===== src/rtl/cpu4_pkg.sv =====
package cpu4_pkg;
  typedef enum logic [1:0] {
    OP_NOR = 2'b00,
    OP_ADD = 2'b01,
    OP_STA = 2'b10,
    OP_JCC = 2'b11
  } op_e;

  typedef enum logic {
    PH_FETCH = 1'b0,
    PH_EXEC  = 1'b1
  } phase_e;
endpackage


===== src/rtl/cpu4_alu.sv =====
module cpu4_alu #(
  parameter int DW = 8
) (
  input  logic [DW-1:0] acc,
  input  logic [DW-1:0] opnd,
  output logic [DW-1:0] nor_res,
  output logic [DW:0]   sum
);
  // per-bit NOR lanes
  for (genvar b = 0; b < DW; b++) begin : g_nor
    assign nor_res[b] = ~(acc[b] | opnd[b]);
  end
  assign sum = {1'b0, acc} + {1'b0, opnd};
endmodule


===== src/rtl/cpu4_seq.sv =====
module cpu4_seq
  import cpu4_pkg::*;
#(
  parameter int AW = 6,
  parameter int DW = 8
) (
  input  logic          clk,
  input  logic          rst_n,
  input  logic [DW-1:0] rdata,
  input  logic          carry,
  output logic          in_exec,
  output op_e           op_q,
  output logic [AW-1:0] pc_q,
  output logic [AW-1:0] addr,
  output logic          jcc_fall
);
  localparam int OPW = DW - AW;

  phase_e        phase_q;
  logic [AW-1:0] adr_q;
  op_e           fetch_op;
  logic [AW-1:0] target;

  assign fetch_op = op_e'(rdata[DW-1 -: OPW]);
  assign target   = rdata[AW-1:0];
  assign in_exec  = (phase_q == PH_EXEC);
  assign addr     = in_exec ? adr_q : pc_q;
  assign jcc_fall = !in_exec && (fetch_op == OP_JCC) && carry;

  always_ff @(posedge clk or negedge rst_n) begin
    if (!rst_n) begin
      phase_q <= PH_FETCH;
      pc_q    <= '0;
      adr_q   <= '0;
      op_q    <= OP_NOR;
    end else if (!in_exec) begin
      if (fetch_op == OP_JCC) begin
        pc_q <= carry ? pc_q + 1'b1 : target;
      end else begin
        adr_q   <= target;
        op_q    <= fetch_op;
        pc_q    <= pc_q + 1'b1;
        phase_q <= PH_EXEC;
      end
    end else begin
      phase_q <= PH_FETCH;
    end
  end
endmodule


===== src/rtl/cpu4_accum.sv =====
module cpu4_accum
  import cpu4_pkg::*;
#(
  parameter int DW = 8
) (
  input  logic          clk,
  input  logic          rst_n,
  input  logic          in_exec,
  input  op_e           op,
  input  logic          jcc_fall,
  input  logic [DW-1:0] nor_res,
  input  logic [DW:0]   sum,
  output logic [DW-1:0] acc_q,
  output logic          carry_q
);
  always_ff @(posedge clk or negedge rst_n) begin
    if (!rst_n) begin
      acc_q   <= '0;
      carry_q <= 1'b0;
    end else if (in_exec) begin
      case (op)
        OP_NOR:  acc_q <= nor_res;
        OP_ADD:  {carry_q, acc_q} <= sum;
        default: ;
      endcase
    end else if (jcc_fall) begin
      carry_q <= 1'b0;
    end
  end
endmodule


===== src/rtl/cpu4_core.sv =====
module cpu4_core
  import cpu4_pkg::*;
#(
  parameter int AW = 6,
  parameter int DW = 8
) (
  input  logic          clk,
  input  logic          rst_n,
  output logic [AW-1:0] mem_addr,
  output logic [DW-1:0] mem_wdata,
  output logic          mem_we,
  input  logic [DW-1:0] mem_rdata
);
  logic          in_exec;
  op_e           op_q;
  logic [AW-1:0] pc_q;
  logic          jcc_fall;
  logic [DW-1:0] acc_q;
  logic          carry_q;
  logic [DW-1:0] nor_res;
  logic [DW:0]   sum;

  cpu4_seq #(.AW(AW), .DW(DW)) u_seq (
    .clk(clk), .rst_n(rst_n), .rdata(mem_rdata), .carry(carry_q),
    .in_exec(in_exec), .op_q(op_q), .pc_q(pc_q), .addr(mem_addr),
    .jcc_fall(jcc_fall)
  );

  cpu4_alu #(.DW(DW)) u_alu (
    .acc(acc_q), .opnd(mem_rdata), .nor_res(nor_res), .sum(sum)
  );

  cpu4_accum #(.DW(DW)) u_accum (
    .clk(clk), .rst_n(rst_n), .in_exec(in_exec), .op(op_q),
    .jcc_fall(jcc_fall), .nor_res(nor_res), .sum(sum),
    .acc_q(acc_q), .carry_q(carry_q)
  );

  assign mem_we    = in_exec && (op_q == OP_STA);
  assign mem_wdata = acc_q;
endmodule


===== config.mk =====
export PLATFORM = sky130hd
export DESIGN_NAME = cpu4_core
export DESIGN_NICKNAME = d
export VERILOG_FILES = /design/src/rtl/cpu4_pkg.sv /design/src/rtl/cpu4_alu.sv /design/src/rtl/cpu4_seq.sv /design/src/rtl/cpu4_accum.sv /design/src/rtl/cpu4_core.sv
export SDC_FILE = /design/constraint.sdc
export NUM_CORES = 1
export LEC_CHECK = 0
export ABC_AREA = 1
export CORE_MARGIN = 2
export CORE_UTILIZATION = 45
export DETAILED_ROUTE_END_ITERATION = 7
export GPL_TIMING_DRIVEN = 1
export PLACE_DENSITY = 0.68
export SETUP_SLACK_MARGIN = 0.4
export SYNTH_ARGS = -nofsm -noshare
export SYNTH_HDL_FRONTEND = slang
export SYNTH_SLANG_ARGS = --single-unit

===== constraint.sdc =====
create_clock -name clk -period 1.4 [get_ports clk]
set_clock_uncertainty 0.15 [all_clocks]
set_input_delay 0.21 -clock clk [delete_from_list [all_inputs] [get_ports clk]]
set_output_delay 0.21 -clock clk [all_outputs]
set_load 0.05 [all_outputs]

# [Word-level counts from Yosys, hierarchy flattened]
# Index checks and enable logic that the tools add are counted.
[word_totals] inputBits=10 wordCells=49 mem_bits_ro=0 mem_count=0 latch_bits=0 ramBits=0 output_inout_bits=15 ff_bits=24
[op_classes] n_eq_ne=4 div=0 n_reduce_logical=10 magnitude_cmp=0 multipliers=0 add_sub_neg=2 n_mux=9 n_bitwise=18 shifts=0
[op_table] operator="$mux W6" count=3
[op_table] operator="$pmux W8 S2" count=1
[op_table] operator="$not A1 Y1" count=10
[op_table] operator="$add A8 B8 Y9" count=1
[op_table] operator="$or A1 B1 Y1" count=8
[op_table] operator="$add A6 B1 Y6 const B" count=1
[op_table] operator="$reduce_and A2 Y1" count=3
[op_table] operator="$mux W1" count=5
[op_table] operator="$eq A2 B2 Y1 const B" count=2
[op_table] operator="$reduce_bool A2 Y1" count=2
[op_table] operator="$logic_and A1 B1 Y1" count=3
[op_table] operator="$eq A2 B1 Y1 const B" count=1
[op_table] operator="$logic_not A2 Y1" count=1
[op_table] operator="$ne A2 B1 Y1 const B" count=1
[op_table] operator="$logic_not A1 Y1" count=1

# [Longest topological paths before layout]
[depth] ltp_word=5 ltp_mapped=10 ltp_nobuf=10

# [By module]
# A second synthesis with hierarchy kept.
[hier_totals] hier_cells=268 hier_area_um2=1881.8
[modules_own_cells] mod="cpu4_seq" area_per_inst_um2=838.3 seq_area_each_um2=375.4 cells_per_inst=107 n_inst=1
[modules_own_cells] mod="cpu4_alu" area_per_inst_um2=536.8 seq_area_each_um2=0.0 cells_per_inst=83 n_inst=1
[modules_own_cells] mod="cpu4_accum" area_per_inst_um2=496.7 seq_area_each_um2=225.2 cells_per_inst=76 n_inst=1
[modules_own_cells] mod="cpu4_core" area_per_inst_um2=10.0 seq_area_each_um2=0.0 cells_per_inst=2 n_inst=1

# [Least setup slack after synthesis]
# OpenSTA, ideal clock, no wires.
[synth_path] path_kind="register to output" start="reg u_seq.phase_q, in the netlist u_seq.in_exec" end="out mem_addr[4]" n_path_buf=2 required_ps=1040 arrival_time_ps=1831 stages_incl_launch_ff=4 slack_ps=-791 path_cell_list="dfrtp_1 > buf_6 > buf_6 > o21ai_0"
[synth_between] elab_chain_cells=1
[synth_rtl] element="start, declared" line="cpu4_seq.sv:19" text="phase_e phase_q;"
[synth_rtl] element="start signal, assigned" line="cpu4_seq.sv:32" text="phase_q <= PH_FETCH;"
[synth_rtl] element="start signal, assigned" line="cpu4_seq.sv:43" text="phase_q <= PH_EXEC;"
[synth_rtl] element="start signal, assigned" line="cpu4_seq.sv:46" text="phase_q <= PH_FETCH;"
[synth_rtl] element="$mux W6" line="cpu4_seq.sv:27" text="assign addr = in_exec ? adr_q : pc_q;"
[synth_rtl] element="end, declared" line="cpu4_core.sv:9" text="output logic [AW-1:0] mem_addr,"
# Every way passes these cells.

# [Worst setup path in the final report]
[layout_path] start="reg u_accum.acc_q[0]" end="reg u_accum.acc_q[4]"
[layout_between] elab_chain_cells=2
[layout_rtl] element="start, declared" line="cpu4_accum.sv:13" text="output logic [DW-1:0] acc_q,"
[layout_rtl] element="start signal, assigned" line="cpu4_accum.sv:22" text="OP_NOR: acc_q <= nor_res;"
[layout_rtl] element="start signal, assigned" line="cpu4_accum.sv:23" text="OP_ADD: {carry_q, acc_q} <= sum;"
[layout_rtl] element="$add A8 B8 Y9" line="cpu4_alu.sv:13" text="assign sum = {1'b0, acc} + {1'b0, opnd};"
[layout_rtl] element="$pmux W8 S2" line="cpu4_accum.sv:21" text="case (op)"
# Every way passes these cells.
# A chain may end at the register's enable or synchronous reset.

==> results.yml <==
status:
  status: "finished, violations left"
  violations: "setup timing"
grt:
  grt_antenna_before_repair: 0
  gr-usage-all-layers: 0.2679
  grt_pass1_vias: 1918
  grt_first_pass_wirelength_um: 8928
  grt_overflow: 0
  grt_start_max_net_pins: 25
min_path:
  type_of_the_most_critical_hold_path: "in2async"
clocking:
  htree_levels: 1
  numCtsBuffers: 3
  insertion_delay_ns: 0.28
  clock_tree.buffer_depth: 2
  ctsHoldBuffers: 0
  root_buffer: "clkbuf_8"
  clock_tree_from_tritoncts: "yes"
  clock_transition_time_at_the_flip_flop_clock_pins_of_the_worst_setup_and_hold_paths_ns: 0.10
  cts_sinks: 24
route:
  detail-route-antenna-nets: 0
  remaining_drc_errors: 0
  drt-wirelength-per-cell_um: 18.03
  via_count: 1939
  first_drt_iteration_drcs: 105
  via_per_inst: 5.356
  dr.pass1.iters: 4
  wl_um: 6527
timing:
  setup_viol: 25
  final_max_slew_viol_count: 0
  setup_ws_ns: -0.3033
  final.period_utilization: 1.217
  final.hold.worst_slack_ns: 0.1226
  finalWorstPathRequiredPeriod_ns: 1.703
  tightestPinTransition_ns: 0.2455
  report.final.hold_viol_count: 0
  fmax_mhz: 587.1
  relSlewSlack: 0.8362
  grt_setup_unrepaired: "yes"
placed_design:
  dp_hpwl_um: 3340
  routability_congestion_estimate: 0.8706
  dpl.cell_count: 337
  portBuffers: 24
logic_synthesis:
  yosysWarningCount: 0
  synthTopCellsByArea: "dfrtp_1 (34%), ha_1 (12%), nand2_1 (12%)"
  synth.net_count: 262
  ys_seq_elements: 24
  syn_inst: 234
  synth_largest_area_cell: "dfrtp_1"
  synthDistinctLibCells: 29
  area_fraction_of_the_dominant_cell_type_after_synthesis: 0.3357
  seq_area_frac_synth: 0.3357
  synthesized_cell_area_sq_um: 1789
  synth_area_per_cell_sq_um: 7.646
power_and_ir_drop:
  worst_ir_drop_vdd_mv: 1.696
  overall_power_mw: 7.077
  p_per_area_nw_per_um2: 2126
  p_leak_nw: 1.590
floorplanning:
  top_level_ports: 25
  std_cell_rows: 22
  starting_density_of_the_core: 0.4779
  design.core.area_sq_um: 3744
  die-width_um: 67.06
  fp.dieH_um: 67.06
  die_area_sq_um: 4496
setup_path:
  worst_setup_path_end_kind: "flip-flop"
  setup_cp_type: "reg2reg"
  critPathArrivalTime_ns: 1.73
  start_kind: "flip-flop"
  worst-endpoint-required_ns: 1.42
  worstPathMaxFanout: 2
cells_and_area:
  drive_gt1_frac: 0.5955
  antenna-diode-count: 0
  final_nets: 343
  final-instance-count-excl-fill: 362
  areaGrowthSynthToFinish_pct: 86.01
  final_core_utilization: 0.8890
  mostFrequentLayoutCell: "nand2_1"
  commonest_non_fill_non_tap_cells_in_the_layout: "nand2_1 (30), buf_6 (25), buf_4 (25), inv_1 (23), buf_12 (19)"
run:
  drv_cap: 0
[what timing repair did]
| item | 4_1_cts | 5_1_grt |
|---|---|---|
| endpoints found under the hold margin | 0 | 0 |
| cloned | 1 | 0 |
| pin swaps | 12 | 20 |
| gates resized for setup | 70 | 38 |
| setup buffers | 14 | 6 |
| setup endpoints to repair | 39 | 39 |
[report_power, final]
group | internal [mW] | switching [mW] | leakage [nW]
clock network | 0.383 | 0.268 | 0.0357
registers | 0.973 | 0.354 | 0.280
logic | 2.48 | 2.62 | 1.27
total | 3.83 | 3.24 | 1.59
[per-stage QoR]
step,TNS [ns],cell area (sq um),setup slack [ns]
2_1_floorplan,-2.460,2022,-0.3038
3_3_place_gp,-7.022,2719,-0.5487
3_5_place_dp,-7.546,2719,-0.6012
4_1_cts,-2.805,3120,-0.2246
5_1_grt,-4.744,3328,-0.3429
6_report,-3.701,3328,-0.3033
[state kept, by name (all words and copies together), names as in the netlist]
name             cells
u_accum.acc_q        8
u_accum.carry_q      1
u_seq.adr_q          6
u_seq.in_exec        1
u_seq.op_q           2
u_seq.pc_q           6
[Yosys cell counts (all sizes together)]
library cell / count
a21oi: 11
buf: 3
clkinv: 1
dfrtp: 24
fa: 1
ha: 17
inv: 43
nand2: 58
nand3: 12
nand3b: 1
nand4: 3
nor2: 18
nor3: 1
o211ai: 1
o21a: 1
o21ai: 31
o221ai: 1
o22ai: 3
or2: 1
xnor2: 1
xor2: 2
[per-layer routing]
layer  routed length, um  global-route usage  vias to the layer above
met1                2523              0.3197                      928
met4                 250             0.06888                        0
met3                 304             0.03885                       29
met2                3449              0.4950                       70
met5                   0                   0                        -
li1                    -                   -                      912
[worst max-delay path, cell delays in order (launching register included)]
cell,delay [ns]
dfrtp_2,0.40
ha_4,0.14
inv_2,0.04
fa_2,0.35
inv_2,0.09
nand2_2,0.07
nand4_1,0.11
nand3_1,0.11
nand2_1,0.07
o21ai_1,0.06
[cell families (layout without fill, tap and decap cells)]
kind of cell	count (synthesis)	in the layout	share of synthesized area
buffers and inverters	47	127	0.1154
AOI/OAI and AO/OA	48	48	0.1580
DFF	24	24	0.3357
adders and majority gates	18	18	0.1301
and+or+nand+nor	94	94	0.2462
xor gates and xnor gates	3	3	0.01469
[area by class of cell]
class	count	area, sq um
clock buffer	3	41.29
clock inverter	1	30.03
fill	166	415.4
inverter	44	182.7
multi-input combinational	163	1441
sequential	24	615.6
tap	48	60.06
timing repair buffer	79	957.2
[worst paths after layout]
path                                        from               end  slack (ns)  cells past startpoint
max in group asynchronous                  rst_n     u_seq.in_exec        0.81                      2
min in group clk                    mem_rdata[6]     u_seq.op_q[0]        0.29                      4
worst min register to register     u_seq.pc_q[5]     u_seq.pc_q[5]        0.38                      2
worst max register to register  u_accum.acc_q[0]  u_accum.acc_q[4]       -0.30                      9
worst max-delay path            u_accum.acc_q[0]  u_accum.acc_q[4]       -0.30                      9
worst min-delay path                       rst_n  u_accum.acc_q[2]        0.12                      2
Power figures use the tool's default switching activity.
